$ cat src/rtl/clksrc_pkg.sv
package clksrc_pkg;

  localparam int NUM_SRC  = 11;
  localparam int SEL_W    = 4;
  localparam int STAT_W   = 32;
  localparam int SLIP_LSB = 16;
  localparam int SLIP_MSB = SLIP_LSB + NUM_SRC - 1;

  // bit positions of each source inside the lock / slip fields
  localparam int POS_AES1 = 0;
  localparam int POS_AES2 = 1;
  localparam int POS_AES3 = 2;
  localparam int POS_AES4 = 3;
  localparam int POS_ADAT = 4;
  localparam int POS_TDIF = 5;
  localparam int POS_ARX1 = 6;
  localparam int POS_ARX2 = 7;
  localparam int POS_ARX3 = 8;
  localparam int POS_ARX4 = 9;
  localparam int POS_WCLK = 10;

  typedef enum logic [SEL_W-1:0] {
    SEL_AES1    = 4'd0,
    SEL_AES2    = 4'd1,
    SEL_AES3    = 4'd2,
    SEL_AES4    = 4'd3,
    SEL_AES_ANY = 4'd4,
    SEL_ADAT    = 4'd5,
    SEL_TDIF    = 4'd6,
    SEL_WCLK    = 4'd7,
    SEL_ARX1    = 4'd8,
    SEL_ARX2    = 4'd9,
    SEL_ARX3    = 4'd10,
    SEL_ARX4    = 4'd11,
    SEL_INT     = 4'd12
  } sel_code_e;

endpackage

$ cat src/rtl/clksrc_sync.sv
module clksrc_sync #(
  parameter int WIDTH  = 11,
  parameter int STAGES = 2
) (
  input  logic             clk_i,
  input  logic             rst_ni,
  input  logic [WIDTH-1:0] d_i,
  output logic [WIDTH-1:0] q_o
);

  logic [WIDTH-1:0] stage_q [STAGES];

  always_ff @(posedge clk_i or negedge rst_ni) begin
    if (!rst_ni) begin
      for (int s = 0; s < STAGES; s++) stage_q[s] <= '0;
    end else begin
      stage_q[0] <= d_i;
      for (int s = 1; s < STAGES; s++) stage_q[s] <= stage_q[s-1];
    end
  end

  assign q_o = stage_q[STAGES-1];

endmodule

$ cat src/rtl/clksrc_slip_sticky.sv
module clksrc_slip_sticky #(
  parameter int WIDTH = 11
) (
  input  logic             clk_i,
  input  logic             rst_ni,
  input  logic [WIDTH-1:0] set_i,
  input  logic             clr_i,
  output logic [WIDTH-1:0] flags_o
);

  logic [WIDTH-1:0] flags_q;
  logic [WIDTH-1:0] flags_d;
  logic             flags_en;

  // a new slip wins over a clear landing in the same cycle
  always_comb begin
    flags_en = clr_i | (|set_i);
    flags_d  = set_i | (flags_q & ~{WIDTH{clr_i}});
  end

  always_ff @(posedge clk_i or negedge rst_ni) begin
    if (!rst_ni)       flags_q <= '0;
    else if (flags_en) flags_q <= flags_d;
  end

  assign flags_o = flags_q;

endmodule

$ cat src/rtl/clksrc_sel_decode.sv
module clksrc_sel_decode
  import clksrc_pkg::*;
(
  input  logic [SEL_W-1:0]   sel_i,
  input  logic [NUM_SRC-1:0] lock_i,
  output logic               locked_o
);

  always_comb begin
    case (sel_i)
      SEL_AES1:    locked_o = lock_i[POS_AES1];
      SEL_AES2:    locked_o = lock_i[POS_AES2];
      SEL_AES3:    locked_o = lock_i[POS_AES3];
      SEL_AES4:    locked_o = lock_i[POS_AES4];
      SEL_AES_ANY: locked_o = |lock_i[POS_AES4:POS_AES1];
      SEL_ADAT:    locked_o = lock_i[POS_ADAT];
      SEL_TDIF:    locked_o = lock_i[POS_TDIF];
      SEL_WCLK:    locked_o = lock_i[POS_WCLK];
      SEL_ARX1:    locked_o = lock_i[POS_ARX1];
      SEL_ARX2:    locked_o = lock_i[POS_ARX2];
      SEL_ARX3:    locked_o = lock_i[POS_ARX3];
      SEL_ARX4:    locked_o = lock_i[POS_ARX4];
      SEL_INT:     locked_o = 1'b1;
      default:     locked_o = 1'b0;
    endcase
  end

endmodule

$ cat src/rtl/clksrc_lock_monitor.sv
module clksrc_lock_monitor
  import clksrc_pkg::*;
#(
  parameter int SYNC_STAGES = 2
) (
  input  logic               clk_i,
  input  logic               rst_ni,
  input  logic [NUM_SRC-1:0] lock_async_i,
  input  logic [NUM_SRC-1:0] slip_pulse_i,
  input  logic [SEL_W-1:0]   sel_src_i,
  input  logic               rd_stb_i,
  input  logic               rd_quad_i,
  output logic [STAT_W-1:0]  status_o,
  output logic               sel_locked_o,
  output logic               any_lock_evt_o,
  output logic               sel_lock_evt_o
);

  logic [NUM_SRC-1:0] lock_sync;
  logic [NUM_SRC-1:0] lock_prev_q;
  logic [NUM_SRC-1:0] slip_flags;
  logic               slip_clr;
  logic               sel_locked;
  logic               sel_prev_q;

  clksrc_sync #(
    .WIDTH  (NUM_SRC),
    .STAGES (SYNC_STAGES)
  ) u_sync (
    .clk_i  (clk_i),
    .rst_ni (rst_ni),
    .d_i    (lock_async_i),
    .q_o    (lock_sync)
  );

  assign slip_clr = rd_stb_i & rd_quad_i;

  clksrc_slip_sticky #(
    .WIDTH (NUM_SRC)
  ) u_slip (
    .clk_i   (clk_i),
    .rst_ni  (rst_ni),
    .set_i   (slip_pulse_i),
    .clr_i   (slip_clr),
    .flags_o (slip_flags)
  );

  clksrc_sel_decode u_dec (
    .sel_i    (sel_src_i),
    .lock_i   (lock_sync),
    .locked_o (sel_locked)
  );

  // history registers for edge detection
  always_ff @(posedge clk_i or negedge rst_ni) begin
    if (!rst_ni) begin
      lock_prev_q <= '0;
      sel_prev_q  <= 1'b0;
    end else begin
      lock_prev_q <= lock_sync;
      sel_prev_q  <= sel_locked;
    end
  end

  always_comb begin
    status_o                    = '0;
    status_o[NUM_SRC-1:0]       = lock_sync;
    status_o[SLIP_MSB:SLIP_LSB] = slip_flags;
    sel_locked_o                = sel_locked;
    any_lock_evt_o              = |(lock_sync ^ lock_prev_q);
    sel_lock_evt_o              = sel_locked ^ sel_prev_q;
  end

endmodule

$ cat config.mk
export PLATFORM = sky130hd
export DESIGN_NAME = clksrc_lock_monitor
export DESIGN_NICKNAME = d
export VERILOG_FILES = /design/src/rtl/clksrc_pkg.sv /design/src/rtl/clksrc_sync.sv /design/src/rtl/clksrc_slip_sticky.sv /design/src/rtl/clksrc_sel_decode.sv /design/src/rtl/clksrc_lock_monitor.sv
export SDC_FILE = /design/constraint.sdc
export NUM_CORES = 1
export LEC_CHECK = 0
export CAP_MARGIN = 20
export CORE_MARGIN = 8
export CORE_UTILIZATION = 30
export DETAILED_ROUTE_END_ITERATION = 6
export SYNTH_ARGS = -nofsm -noshare
export SYNTH_HDL_FRONTEND = slang
export SYNTH_HIERARCHICAL = 1
export SYNTH_SLANG_ARGS = --single-unit
$ cat constraint.sdc
create_clock -name clk_i -period 4.15 [get_ports clk_i]
set_clock_uncertainty 0.2 [all_clocks]
set_input_delay 0.83 -clock clk_i [delete_from_list [all_inputs] [get_ports clk_i]]
set_output_delay 0.83 -clock clk_i [all_outputs]
set_load 0.01 [all_outputs]
==> impl_results.md <==
* Count of flip-flops with a built-in enable after synthesis at 0
* Hold-critical path endpoint: u_sync/q_o[0]
* Number of nets in the layout at 198
* CTS tree: done
* Core ar. at 5470 um^2
* Die Y at 90.9 um
* Worst slack at placement at 65.3 ps
* Number of global-route vias before repair at 1235
* Count of distinct cell types in the synthesized netlist at 29
* Number of vias per cell after detailed routing at 4.29
* Wire length of the first global-routing pass at 6.22 mm
* Sequential element share of the synthesized area at 66.9%
* Most common flop cell mapped by yosys: dfrtp_1
* Max FO, Critical Path at 8
* Number of buffers between clock root and the deepest sink at 2
* # port buffers at 54
* Worst r2r path cells at 4
* Final Critical Period at 3990 ps
* Final ANT Viol Nets at 0
* Global Route Usage Sum at 9.39%
* Reg2Reg Capture Point: sel_prev_q
* Run status: completed
* Clock network latency to the later pin of the worst-skew pair at 290 ps
* Die outline area at 8270 um^2
* Fraction of final layout cells sized beyond drive strength 1 at 7.69%
* Routed vias at 1035
* Post-route setup slack at 160 ps
* Effective utilization at floorplan at 30.8%
* Power density relative to cell area at 402 nW/um^2
* Number of remaining DRC errors at 0
* Fraction of met1 tracks used by global routing at 10.2%
* Gate count after technology mapping at 120
* GP Congestion at 0.757
* Final Hold Fails at 0
* Number of max-capacitance violations reported at 0
* Leakage power of the design at 0.981 nW
* Placed instance area at 2160 um^2
* Iteration-0 DRC count of the detailed router at 43
* Maximum number of pins on one net before global-route repair at 46
* Unrepaired setup endpoints after global routing: false
* Mean instance size in the synthesized netlist at 14.0 um^2
* Mapped Area at 1680 um^2
* Met2 demand-to-capacity share in global routing at 13.9%
* Startpoint of the worst register-to-register path: u_sync/q_o[1]
* N_diodes at 0
* Average routed wire per standard cell at 15.2 um
* Data arrival, critical path at 2960 ps
* GR met3 Demand/Resource at 6.73%
* Total clock sinks at 45
* Grt ovf at 0
* Worst hold slack across all endpoints at 151 ps
* Number of H-tree branching levels at 2
* Setup Viol. Count Final at 0
* Flip-flop and latch count after synthesis at 45
* Setup bufs post-CTS at 0
* Worst min-delay path category: register to register
* Fmax at 0.251 GHz
* Placement Rows at 27
* Final Routed Wirelength at 3.65 mm
* Max-slew violation count at 0
* Critical path data required time at 3120 ps
* Hold Path Depth at 0
* Maximum vdd ir drop at 0.251 mV
* Origin of the worst min-delay path: u_sync/stage_q[11]
* Reg2Reg Setup Slack at 2400 ps
* Final sum of negative setup slack at 0 ps
* Post-layout total power at 0.927 mW
* TritonCTS Buffers at 5
* Crit path launch type: input port
* Synthesis warning total at 6
* TritonRoute pass-1 iters at 4
* Busiest metal layer after global routing: met2
* Final worst path period share at 96.1%
* Fin area at 2310 um^2
* Capturing element type of the critical path: output pin
* Cell at the root of the clock tree: clkbuf_8
* DIE WIDTH at 90.9 um
* Num ports at 65
* Classification of the worst setup path: input port to output pin
* Area Overhead vs Synth at 37.1%
* Clk slew on worst S/H paths at 80 ps
* HPWL after detailed placement at 2.81 mm
* Number of antenna violations at the first check in global routing at 0
* Async set or reset register ratio after synthesis at 100%
-- stage by stage --
step | instances | utilization [%]
floorplan | 129 | -
global placement | 232 | 39.5
finish | 241 | 42.2
global route | 241 | 42.2
CTS | 240 | 41.7
detailed placement | 232 | 39.5
-- cells by family (layout without fill, tap and decap cells) --
group                  after synthesis  count (layout)  share of synthesized area, %
multiplexers                         1               1                         0.594
buffers and inverters               24              64                          10.9
AO/OA/AOI/OAI                       19              19                          8.25
XOR/XNOR                            12              12                          6.24
flip-flops                          45              45                          66.9
other                                1              10                         0.223
AND/OR/NAND/NOR                     18              18                          6.91
-- registers in the layout, summed over array words and instances (netlist names) --
name and count:
lock_prev_q 11, sel_prev_q 1, u_slip/flags_o 11, u_sync/q_o 11
u_sync/stage_q 11
-- layer usage --
metal / up-vias / wire length [um] / part of all wire (%)
met1: 495 / 1450 / 40
met3: 7 / 526 / 14
met4: 0 / 63 / 1.7
met5: - / 0 / 0
met2: 66 / 1620 / 44
li1: 467 / - / -
-- Yosys cell counts, drive strengths merged, types with 2 or more instances --
library cell / n / share of area [%]
buf: 23 / 11
xor2: 12 / 6.2
a21o: 11 / 5.0
nor2: 3 / 0.67
nand3: 2 / 0.59
nor4: 2 / 0.74
dfrtp: 45 / 67
a21oi: 3 / 0.89
-- layout by cell type (no fill, tap or decap), drive strengths merged, types with 2 or more instances in the layout --
| cell type | Yosys | layout |
|---|---|---|
| nor2 | 3 | 3 |
| nand3 | 2 | 2 |
| a21oi | 3 | 3 |
| nor4 | 2 | 2 |
| xor2 | 12 | 12 |
| conb | 1 | 10 |
| buf | 23 | 2 |
| clkdlybuf4s50 | 0 | 52 |
| clkbuf | 0 | 7 |
| dfrtp | 45 | 45 |
| a21o | 11 | 11 |
-- how the worst max path moves through the flow --
stage                          end  slack (ps)  depth (start not counted)          from
floorplan           sel_lock_evt_o        1200                          6  sel_src_i[1]
global route        sel_lock_evt_o          80                          7  sel_src_i[0]
detailed placement  sel_lock_evt_o          70                          7  sel_src_i[1]
global placement    sel_lock_evt_o         280                          7  sel_src_i[1]
finish              sel_lock_evt_o         160                          7  sel_src_i[0]
CTS                 sel_lock_evt_o          60                          7  sel_src_i[1]
-- power breakdown --
part,leakage [nW],switching (mW),internal [mW]
clock,0.0585,0.135,0.196
sequential,0.506,0.0168,0.463
combinational,0.417,0.0484,0.0677
-- timing repair --
action,4_1_cts,5_1_grt
endpoints found under the setup margin,0,1
gates resized for setup,0,2
hold buffers,0,0
endpoints found under the hold margin,0,0
-- layout make-up --
cell class                 instances  area, um^2
fill                             518        3160
sequential                        45        1130
timing repair buffer              55         558
multi-input combinational         60         414
tap                               72        90.1
clock buffer                       7        86.3
clock inverter                     1        30.0
inverter                           1        3.75
-- critical path, cell delays in order --
cell	delay (ps)
clkdlybuf4s50_1	550
nor4bb_1	370
a21oi_1	80
and3_1	210
o2bb2ai_2	190
xor2_1	180
clkdlybuf4s50_1	560
No activity file was read; power rests on OpenSTA's default activity.
